## src/rtl/rsc_pkg.sv

```systemverilog
package rsc_pkg;
  typedef enum logic [1:0] {
    LVL_NONE = 2'd0,
    LVL_CORE = 2'd1,
    LVL_BUS  = 2'd2,
    LVL_SYS  = 2'd3
  } lvl_t;

  localparam int NSRC    = 4;
  localparam int SRC_CPU = 0;
  localparam int SRC_IWD = 1;
  localparam int SRC_WWD = 2;
  localparam int SRC_SW  = 3;

  localparam int CFG_W   = 10;
  localparam int CAUSE_W = 6;
  localparam logic [CFG_W-1:0]   CFG_MASK   = 10'h3F3;
  localparam logic [CAUSE_W-1:0] CAUSE_MASK = 6'h3B;

  localparam int REG_LOCK  = 0;
  localparam int REG_SCOPE = 1;
  localparam int REG_SWRST = 2;
  localparam int REG_CAUSE = 3;

  // Low bit of each source's scope field in the scope register.
  function automatic int field_lsb(input int s);
    case (s)
      SRC_CPU: field_lsb = 0;
      SRC_IWD: field_lsb = 6;
      SRC_WWD: field_lsb = 8;
      default: field_lsb = 4;
    endcase
  endfunction

  // Position of each source's flag in the cause register.
  function automatic int cause_bit(input int s);
    case (s)
      SRC_CPU: cause_bit = 1;
      SRC_IWD: cause_bit = 3;
      SRC_WWD: cause_bit = 4;
      default: cause_bit = 5;
    endcase
  endfunction

  function automatic lvl_t decode_scope(input logic [1:0] f, input logic cpu_src);
    case (f)
      2'b10:   decode_scope = cpu_src ? LVL_CORE : LVL_SYS;
      2'b11:   decode_scope = LVL_BUS;
      default: decode_scope = LVL_NONE;
    endcase
  endfunction
endpackage

```

## src/rtl/rsc_regs.sv

```systemverilog
module rsc_regs
  import rsc_pkg::*;
#(
  parameter int DATA_W = 32,
  parameter int ADDR_W = 2,
  parameter logic [DATA_W-1:0] KEY   = 32'h51AC0FFE,
  parameter logic [DATA_W-1:0] MAGIC = 32'hDEADBEEF
) (
  input  logic               clk,
  input  logic               rst,
  input  logic               wr,
  input  logic [ADDR_W-1:0]  addr,
  input  logic [DATA_W-1:0]  wdata,
  input  logic [CAUSE_W-1:0] cause_q,
  input  logic               relock,
  output logic [DATA_W-1:0]  rdata,
  output logic               unlocked,
  output logic [CFG_W-1:0]   cfg,
  output logic               sw_hit,
  output logic [CAUSE_W-1:0] clr_mask
);
  logic wr_lock, wr_cfg, wr_sw, wr_cause;
  logic [DATA_W-1:0] rd_mux;

  always_comb begin
    wr_lock  = wr && (addr == ADDR_W'(REG_LOCK));
    wr_cfg   = wr && (addr == ADDR_W'(REG_SCOPE));
    wr_sw    = wr && (addr == ADDR_W'(REG_SWRST));
    wr_cause = wr && (addr == ADDR_W'(REG_CAUSE));
    sw_hit   = wr_sw && unlocked && (wdata == MAGIC);
    clr_mask = wr_cause ? (wdata[CAUSE_W-1:0] & CAUSE_MASK) : '0;
  end

  always_comb begin
    rd_mux = '0;
    case (addr)
      ADDR_W'(REG_LOCK):  rd_mux[0] = unlocked;
      ADDR_W'(REG_SCOPE): rd_mux[CFG_W-1:0] = cfg;
      ADDR_W'(REG_CAUSE): rd_mux[CAUSE_W-1:0] = cause_q;
      default:            rd_mux = '0;
    endcase
  end

  always_ff @(posedge clk) begin
    if (rst) begin
      unlocked <= 1'b0;
      cfg      <= '0;
      rdata    <= '0;
    end else begin
      rdata <= rd_mux;
      if (wr_cfg && unlocked)
        cfg <= wdata[CFG_W-1:0] & CFG_MASK;
      if (relock)
        unlocked <= 1'b0;
      else if (wr_lock)
        unlocked <= (wdata == KEY);
      else if (wr_cfg || wr_sw)
        unlocked <= 1'b0;
    end
  end
endmodule

```

## src/rtl/rsc_arbiter.sv

```systemverilog
module rsc_arbiter
  import rsc_pkg::*;
(
  input  logic [NSRC-1:0]  req,
  input  logic [CFG_W-1:0] cfg,
  input  logic             busy,
  output logic [NSRC-1:0]  fire,
  output lvl_t             win
);
  lvl_t lvls [NSRC];

  for (genvar s = 0; s < NSRC; s++) begin : g_src
    assign lvls[s] = decode_scope(cfg[field_lsb(s) +: 2], s == SRC_CPU);
    assign fire[s] = req[s] && !busy && (lvls[s] != LVL_NONE);
  end

  always_comb begin
    win = LVL_NONE;
    for (int s = 0; s < NSRC; s++)
      if (fire[s] && (lvls[s] > win))
        win = lvls[s];
  end
endmodule

```

## src/rtl/rsc_hold.sv

```systemverilog
module rsc_hold
  import rsc_pkg::*;
#(
  parameter int HOLD_CYC = 16
) (
  input  logic clk,
  input  logic rst,
  input  lvl_t start,
  output logic sys_rst,
  output logic bus_rst,
  output logic core_rst
);
  localparam int CW = (HOLD_CYC > 2) ? $clog2(HOLD_CYC) : 1;
  logic [CW-1:0] cnt;

  always_ff @(posedge clk) begin
    if (rst) begin
      cnt      <= '0;
      sys_rst  <= 1'b0;
      bus_rst  <= 1'b0;
      core_rst <= 1'b0;
    end else if (core_rst) begin
      if (cnt == '0) begin
        sys_rst  <= 1'b0;
        bus_rst  <= 1'b0;
        core_rst <= 1'b0;
      end else begin
        cnt <= cnt - 1'b1;
      end
    end else if (start != LVL_NONE) begin
      cnt      <= CW'(HOLD_CYC - 1);
      sys_rst  <= (start == LVL_SYS);
      bus_rst  <= (start == LVL_SYS) || (start == LVL_BUS);
      core_rst <= 1'b1;
    end
  end
endmodule

```

## src/rtl/rsc_causes.sv

```systemverilog
module rsc_causes
  import rsc_pkg::*;
(
  input  logic               clk,
  input  logic               rst,
  input  logic [NSRC-1:0]    fire,
  input  logic [CAUSE_W-1:0] clr_mask,
  output logic [CAUSE_W-1:0] cause_q
);
  logic [CAUSE_W-1:0] set_v;

  always_comb begin
    set_v = '0;
    for (int s = 0; s < NSRC; s++)
      if (fire[s]) set_v[cause_bit(s)] = 1'b1;
  end

  always_ff @(posedge clk) begin
    if (rst) cause_q <= CAUSE_W'(1);
    else     cause_q <= (cause_q & ~clr_mask) | set_v;
  end
endmodule

```

## src/rtl/rst_scope_ctrl.sv

```systemverilog
module rst_scope_ctrl
  import rsc_pkg::*;
#(
  parameter int DATA_W   = 32,
  parameter int ADDR_W   = 2,
  parameter int HOLD_CYC = 16,
  parameter logic [DATA_W-1:0] KEY   = 32'h51AC0FFE,
  parameter logic [DATA_W-1:0] MAGIC = 32'hDEADBEEF
) (
  input  logic              clk,
  input  logic              rst,
  input  logic              bus_wr,
  input  logic [ADDR_W-1:0] bus_addr,
  input  logic [DATA_W-1:0] bus_wdata,
  output logic [DATA_W-1:0] bus_rdata,
  input  logic              win_wdg_req,
  input  logic              ind_wdg_req,
  input  logic              cpu_rst_req,
  output logic              sys_rst,
  output logic              bus_rst,
  output logic              core_rst
);
  logic               unlocked;
  logic [CFG_W-1:0]   cfg;
  logic               sw_hit;
  logic [CAUSE_W-1:0] clr_mask;
  logic [CAUSE_W-1:0] cause_q;
  logic [NSRC-1:0]    req;
  logic [NSRC-1:0]    fire;
  lvl_t               win;

  always_comb begin
    req          = '0;
    req[SRC_CPU] = cpu_rst_req;
    req[SRC_IWD] = ind_wdg_req;
    req[SRC_WWD] = win_wdg_req;
    req[SRC_SW]  = sw_hit;
  end

  rsc_regs #(.DATA_W(DATA_W), .ADDR_W(ADDR_W), .KEY(KEY), .MAGIC(MAGIC)) u_regs (
    .clk(clk), .rst(rst), .wr(bus_wr), .addr(bus_addr), .wdata(bus_wdata),
    .cause_q(cause_q), .relock(win != LVL_NONE), .rdata(bus_rdata),
    .unlocked(unlocked), .cfg(cfg), .sw_hit(sw_hit), .clr_mask(clr_mask)
  );

  rsc_arbiter u_arb (
    .req(req), .cfg(cfg), .busy(core_rst), .fire(fire), .win(win)
  );

  rsc_hold #(.HOLD_CYC(HOLD_CYC)) u_hold (
    .clk(clk), .rst(rst), .start(win),
    .sys_rst(sys_rst), .bus_rst(bus_rst), .core_rst(core_rst)
  );

  rsc_causes u_causes (
    .clk(clk), .rst(rst), .fire(fire), .clr_mask(clr_mask), .cause_q(cause_q)
  );
endmodule

```

## config.mk

```make
export PLATFORM = sky130hd
export DESIGN_NAME = rst_scope_ctrl
export DESIGN_NICKNAME = d
export VERILOG_FILES = /design/src/rtl/rsc_pkg.sv /design/src/rtl/rsc_regs.sv /design/src/rtl/rsc_arbiter.sv /design/src/rtl/rsc_hold.sv /design/src/rtl/rsc_causes.sv /design/src/rtl/rst_scope_ctrl.sv
export SDC_FILE = /design/constraint.sdc
export NUM_CORES = 1
export LEC_CHECK = 0
export ABC_AREA = 1
export BUFFER_PORTS_ARGS = -buffer_cell sky130_fd_sc_hd__buf_4
export CORE_MARGIN = 2
export CORE_UTILIZATION = 48
export DETAILED_ROUTE_END_ITERATION = 6
export PLACE_DENSITY = 0.79
export RECOVER_POWER = 100
export SETUP_SLACK_MARGIN = 0.2
export SYNTH_ARGS = -nofsm -noshare
export SYNTH_HDL_FRONTEND = slang
export SYNTH_SLANG_ARGS = --single-unit
```

## constraint.sdc

```tcl
create_clock -name clk -period 3.6 [get_ports clk]
set_input_delay 0.36 -clock clk [delete_from_list [all_inputs] [get_ports clk]]
set_output_delay 0.36 -clock clk [all_outputs]
set_load 0.01 [all_outputs]
```

Word level (Yosys, flattened, before mapping)
Index checks and enable logic that the tools add are counted.
- input port bits: 40
- bits in registers: 54
- output and inout port bits: 35
- memories kept: 0
- word-level logic and storage cells: 126
- memory bits (read-only): 0
- bits in writable memories: 0
- latch bits: 0
- multiplexer cells: 40
- bitwise gates (word level): 7
- reductions and logical operators: 39
- equal/unequal tests: 17
- multiply operators: 0
- div/mod/pow operators: 0
- order comparisons: 12
- $add $sub $neg: 1
- shift operators: 0
- operators with widths (cell ; count):
    greater-or-equal comparator 32 x 1 -> 1 bit (second input constant) ; 4
    < comparator 32 x 5 -> 1 bit (second input constant) ; 4
    two-way mux 32 bit ; 4
    equality test 32 x 31 -> 1 bit (second input constant) ; 1
    equality test 32 bit (second input constant) ; 1
    two-way mux 6 bit ; 5
    equality test 2 bit (second input constant) ; 12
    OR 6 bit ; 4
    logical AND 1 bit ; 23
    case mux 2 bit (2 select lines) ; 4
    two-way mux 1 bit ; 14
    nonzero test 2 bit ; 7
    demux 1 bit (select 3 bit) ; 4
    two-way mux 4 bit ; 3
    case mux 5 bit (2 select lines) ; 1
    two-way mux 2 bit ; 4
    bitwise AND 6 bit ; 1
    greater-than comparator 2 bit ; 3
    NOT 6 bit ; 1
    logical NOT 4 bit ; 1
    != test 2 bit (second input constant) ; 2
    AND reduction 2 bit ; 2
    OR reduction 2 bit ; 2
    subtractor 4 x 1 -> 4 bit (second input constant) ; 1
    other kinds (7) ; 8

Depth between registers and ports, before layout
- depth in word-level cells: 19
- gate-level depth with buffers: 28
- depth with buffers taken out: 27

Hierarchy
A second synthesis with hierarchy kept.
- cell total of the unflattened synthesis: 306
- area, all modules: 2035.7 um^2
- modules (own cells, without submodules) (module ; area an instance (um^2) ; sequential area each (um^2) ; cells each ; times used):
    rsc_regs ; 1116.1 ; 380.4 ; 169 ; 1
    rsc_arbiter ; 351.6 ; 0.0 ; 60 ; 1
    rsc_hold ; 351.6 ; 140.1 ; 47 ; 1
    rsc_causes ; 205.2 ; 120.1 ; 27 ; 1
    rst_scope_ctrl ; 11.3 ; 0.0 ; 3 ; 1

Least setup slack after synthesis
No wires, ideal clock.
- kind: reg-to-reg
- start point: register u_hold.core_rst
- end point: register u_hold.cnt[0]
- cell stages (with the launch flop): 26
- clock period less this slack: 3.207 ns
- arrival time: 3.095 ns
- required time: 3.488 ns
- setup time: 0.112 ns
- path buffers: 1
- path slack: 0.393 ns
- path through: dfxtp_1 > buf_6 > clkinv_4 > nand3_2 > nor2_2 > ha_1 > nand2_1 > nand3_4 > nand2_2 > inv_2 > nor2_4 > inv_1 > ha_1 > or2_1 > nand2_1 > nand3_1 > nand2_4 > inv_1 > ha_1 > nand2_1 > o21ai_1 > nor2_4 > nor2_4 > nand3_4 > o21ai_2 > inv_1
- longest elaborated chain between the ends: 17
- elaborated cells between the ends (all ways): 25
- those cells by class: 3 x order compare; 1 x eq/ne; 5 x mux; 16 x reduce/logical
- RTL lines (element ; line ; text):
    from (decl) ; rsc_hold.sv:11 ; output logic core_rst
    from (signal assigned) ; rsc_hold.sv:21 ; core_rst <= 1'b0;
    from (signal assigned) ; rsc_hold.sv:26 ; core_rst <= 1'b0;
    from (signal assigned) ; rsc_hold.sv:34 ; core_rst <= 1'b1;
    logical NOT 1 bit ; rsc_arbiter.sv:14 ; assign fire[s] = req[s] && !busy && (lvls[s] != LVL_NONE);
    logical AND 1 bit (2 in a row) ; rsc_arbiter.sv:14 ;
    logical AND 1 bit ; rsc_arbiter.sv:20 ; if (fire[s] && (lvls[s] > win))
    two-way mux 2 bit ; rsc_arbiter.sv:20 ;
    greater-than comparator 2 bit ; rsc_arbiter.sv:20 ;
    logical AND 1 bit ; rsc_arbiter.sv:20 ;
    two-way mux 2 bit ; rsc_arbiter.sv:20 ;
    greater-than comparator 2 bit ; rsc_arbiter.sv:20 ;
    logical AND 1 bit ; rsc_arbiter.sv:20 ;
    two-way mux 2 bit ; rsc_arbiter.sv:20 ;
    greater-than comparator 2 bit ; rsc_arbiter.sv:20 ;
    logical AND 1 bit ; rsc_arbiter.sv:20 ;
    two-way mux 2 bit ; rsc_arbiter.sv:20 ;
    nonzero test 2 bit ; rsc_hold.sv:30 ; end else if (start != LVL_NONE) begin
    nonzero test 2 bit (no source line) ; - ;
    AND reduction 2 bit (no source line) ; - ;
    to (signal assigned) ; rsc_hold.sv:28 ; cnt <= cnt - 1'b1;
    to (signal assigned) ; rsc_hold.sv:31 ; cnt <= CW'(HOLD_CYC - 1);
    to (decl) ; rsc_hold.sv:14 ; logic [CW-1:0] cnt;
Parallel ways exist; a longest one is shown, timed or not.
A chain may end at the register's enable or synchronous reset.

Final worst setup path
Same ends and word-level chain as after synthesis.

==> run_results.csv <==
group,metric,value,unit
clock_network,cts_hold_buf,0,
floorplanning,std_cell_rows,22,
synthesis,synth_top_family_by_area,"simple AND/OR/NAND/NOR gates",
placement,finalWeightedCongestion,0.862,
worst_setup_path,cp.required,3770,ps
worst_setup_path,start_kind,"flop",
detailed_routing,dr.pass1.iters,4,
worst_setup_path,r2r_cells,25,
hold_path,hold_class,"in -> reg",
synthesis,synth-edff-count,0,
synthesis,synth_mux_area_share,0,%
synthesis,syn-instance-count,259,
timing,period_share,87.8,%
worst_setup_path,crit_fanout,5,
synthesis,synth-simple-area-share,32.3,%
finish,multi_input_area,0.00105,mm^2
detailed_routing,drt_iter0_drc,92,
floorplanning,die-area,0.00445,mm^2
clock_network,clkTransAtPathRegs,70,ps
synthesis,ys_types,35,
pwr,power,0.719,mW
floorplanning,fp.coreArea,0.00372,mm^2
synthesis,synth_area_leaders,"dfxtp_1 32%, buf_4 9.1%, nand2_1 8.9%",
global_route,grt_first_pass_wirelength,7010,um
clock_network,cts_tree,"built",
synthesis,ys_seq_elements,30,
detailed_routing,vias,1747,
finish,drive_above_1_share,28.8,%
synthesis,ys_async_sr_fraction,0,%
synthesis,synth_compound_area_share,13.0,%
worst_setup_path,crit_start,"u_hold.core_rst$_SDFF_PP0_",
floorplanning,die_width,66.7,um
clock_network,cts-buffers-inserted,5,
timing,setup_viol,0,
detailed_routing,viasPerCell,4.80,
pwr,ir_drop,160,uV
timing,tns,0,ps
clock_network,clk_path_buf_depth,2,
timing,max_slew_margin,46.8,%
synthesis,yosys.area_share.xor_xnor,0,%
detailed_routing,wirelength,4150,um
worst_setup_path,regToRegEndpoint,"u_hold.cnt[0]$_SDFFE_PP0P_",
worst_setup_path,reg2reg_from,"u_hold.core_rst$_SDFF_PP0_",
synthesis,ys_seq_area_share,31.8,%
synthesis,synth_top_area_share,31.8,%
clock_network,cts_root_buf,"clkbuf_8",
floorplanning,start_util,50.8,%
detailed_routing,wl_per_cell,11.4,um
synthesis,syn_avg_cell_area,7.29,um^2
timing,slew_violations,0,
synthesis,synth_adder_area_share,3.98,%
finish,final_nets,361,
global_route,grt_pass1_vias,1686,
clock_network,insertion_delay,280,ps
synthesis,synth_top_area_cell,"dfxtp_1",
hold_path,worstHoldPathCells,3,
run_status,outcome,"completed",
worst_setup_path,worstSetupPathType,"reg -> reg",
worst_setup_path,reg2reg_slack,440,ps
clock_network,clock_sinks,30,
placement,port_buffers,51,
timing,final_hold_viol_count,0,
finish,final-seq-area,609,um^2
worst_setup_path,worst_setup_path_end_kind,"flop",
synthesis,syn_area,0.00189,mm^2
timing,fin_crit,3160,ps
clock_network,h-tree-depth,2,
worst_setup_path,arrival,3330,ps
floorplanning,num_io_pins,75,
finish,area_delta_synth_final,23.5,%
timing,worst_pin_slew,792,ps
finish,antennaDiodeCount,0,
pwr,p_leak,1.08,nW
synthesis,ys.warnings.count,0,
global_route,antenna_found_initial,0,
pwr,p_per_area,308,mW/mm^2
synthesis,ys.flop_type,"dfxtp_1",
timing,max_freq,0.316,GHz
global_route,overflow,0,
worst_setup_path,endpoint,"u_hold.cnt[0]$_SDFFE_PP0P_",
timing,grt_setup_unrepaired,"no",
floorplanning,die_h,66.7,um
placement,hpwlAfterDp,3250,um
run,max_cap_violations,0,
detailed_routing,drc,0,
global_route,grt_start_max_net_pins,18,
global_route,grt_usage,20.5,%
timing,skew,8.34,ps
finish,fillCellCount,370,
detailed_routing,ant_nets,0,
-- worst max-delay path, cell delays in order (launching register included) --
cell and delay (ps):
dfxtp_1 380, clkinv_4 100, nand3_4 80, nor2_4 40
ha_1 280, nand2_2 80, nand3_4 100, nand2_2 80
inv_2 40, nor2_4 80, inv_1 50, ha_1 260
or2_0 210, nand2_2 90, nand2_1 60, nand2_2 70
nand2_4 50, inv_1 50, ha_1 140, nor2_1 50
o21ai_2 180, nor2_4 70, nor2_4 170, nand3_4 120
o21ai_0 170, inv_1 50
-- layout by cell type (no fill, tap or decap), types with 2 or more instances in the layout --
cell,count
o21ai_2,2
nand4_1,6
nor2_4,5
nor3_1,3
nand3_4,3
clkbuf_1,14
conb_1,23
a21oi_2,3
nand3_1,13
clkbuf_8,6
o21ai_0,15
inv_2,4
nor2_1,21
a31oi_1,4
a21oi_1,12
dfxtp_4,2
buf_4,41
dfxtp_1,27
ha_1,5
nor4_1,2
nand2_1,42
nand2_2,9
inv_1,35
nor2_2,3
nand3_2,3
-- power by group --
part / switching [mW] / internal, mW / total (mW)
Combinational: 0.0556 / 0.0426 / 0.0983
Sequential: 0.00491 / 0.336 / 0.341
Clock: 0.126 / 0.153 / 0.279
-- repair_timing --
item                                    in CTS  in global routing
setup buffers                                0                  3
gates resized for setup                      0                 15
endpoints found under the setup margin       0                  8
-- per-stage QoR --
step	setup slack [ps]	instance area (um^2)	hold slack (ps)	util (%)	std cells
floorplan	393	1970	426	-	281
global placement	362	2220	442	59.8	353
detailed placement	241	2220	447	59.8	353
CTS	260	2320	339	62.4	361
global route	120	2330	355	62.8	364
finish	439	2330	351	62.8	364
-- how the worst min path moves through the flow --
| stage | start | endpoint | slack (ps) |
|---|---|---|---|
| after global routing | bus_wdata[8] | u_regs.cfg[8]$_SDFFE_PP0P_ | 360 |
| final | bus_wdata[8] | u_regs.cfg[8]$_SDFFE_PP0P_ | 350 |
| after detailed placement | u_regs.cfg[8]$_SDFFE_PP0P_ | u_regs.rdata[8]$_SDFF_PP0_ | 450 |
| after floorplan | u_causes.cause_q[3]$_SDFF_PP0_ | u_regs.rdata[3]$_SDFF_PP0_ | 430 |
| after global placement | u_causes.cause_q[3]$_SDFF_PP0_ | u_regs.rdata[3]$_SDFF_PP0_ | 440 |
| after CTS | rst | u_hold.sys_rst$_SDFFE_PP0P_ | 340 |
-- kinds of logic after synthesis --
family                   count (synthesis)
buffers and inverters                   68
flip-flops                              30
adder cells (fa/ha/maj)                  6
other                                    1
AO/OA/AOI/OAI                           39
AND/OR/NAND/NOR                        115
-- routing by layer --
layer	global-route usage, %	up-vias	share of wire [%]
li1	-	892	-
met5	0	-	0
met2	36.3	63	50
met4	7.65	0	1.7
met3	4.56	8	5.7
met1	23.9	784	43
-- state kept, by name, indices dropped and copies added, names as in the netlist --
register / flops
u_causes.cause_q: 5
u_hold.bus_rst: 1
u_hold.cnt: 4
u_hold.core_rst: 1
u_hold.sys_rst: 1
u_regs.cfg: 8
u_regs.rdata: 9
u_regs.unlocked: 1
-- synth_stat cells (3+ instances only) --
library cell / count
a21oi_1: 12
a21oi_2: 3
a31oi_1: 4
buf_4: 23
clkbuf_1: 4
dfxtp_1: 30
ha_1: 6
inv_1: 34
inv_2: 5
nand2_1: 45
nand2_2: 6
nand3_1: 13
nand3_2: 4
nand4_1: 6
nor2_1: 21
nor2_2: 4
nor2_4: 4
o21ai_0: 14
-- final cells by class --
type,count,share of cell area [%]
clock buffers,6,3.54
clock inverters,2,0.536
inverters,40,6.65
multi-input cells,183,45.1
flip-flops and latches,30,26.1
well taps,48,2.58
repair buffers,55,15.5
No activity file was read; power rests on OpenSTA's default activity.
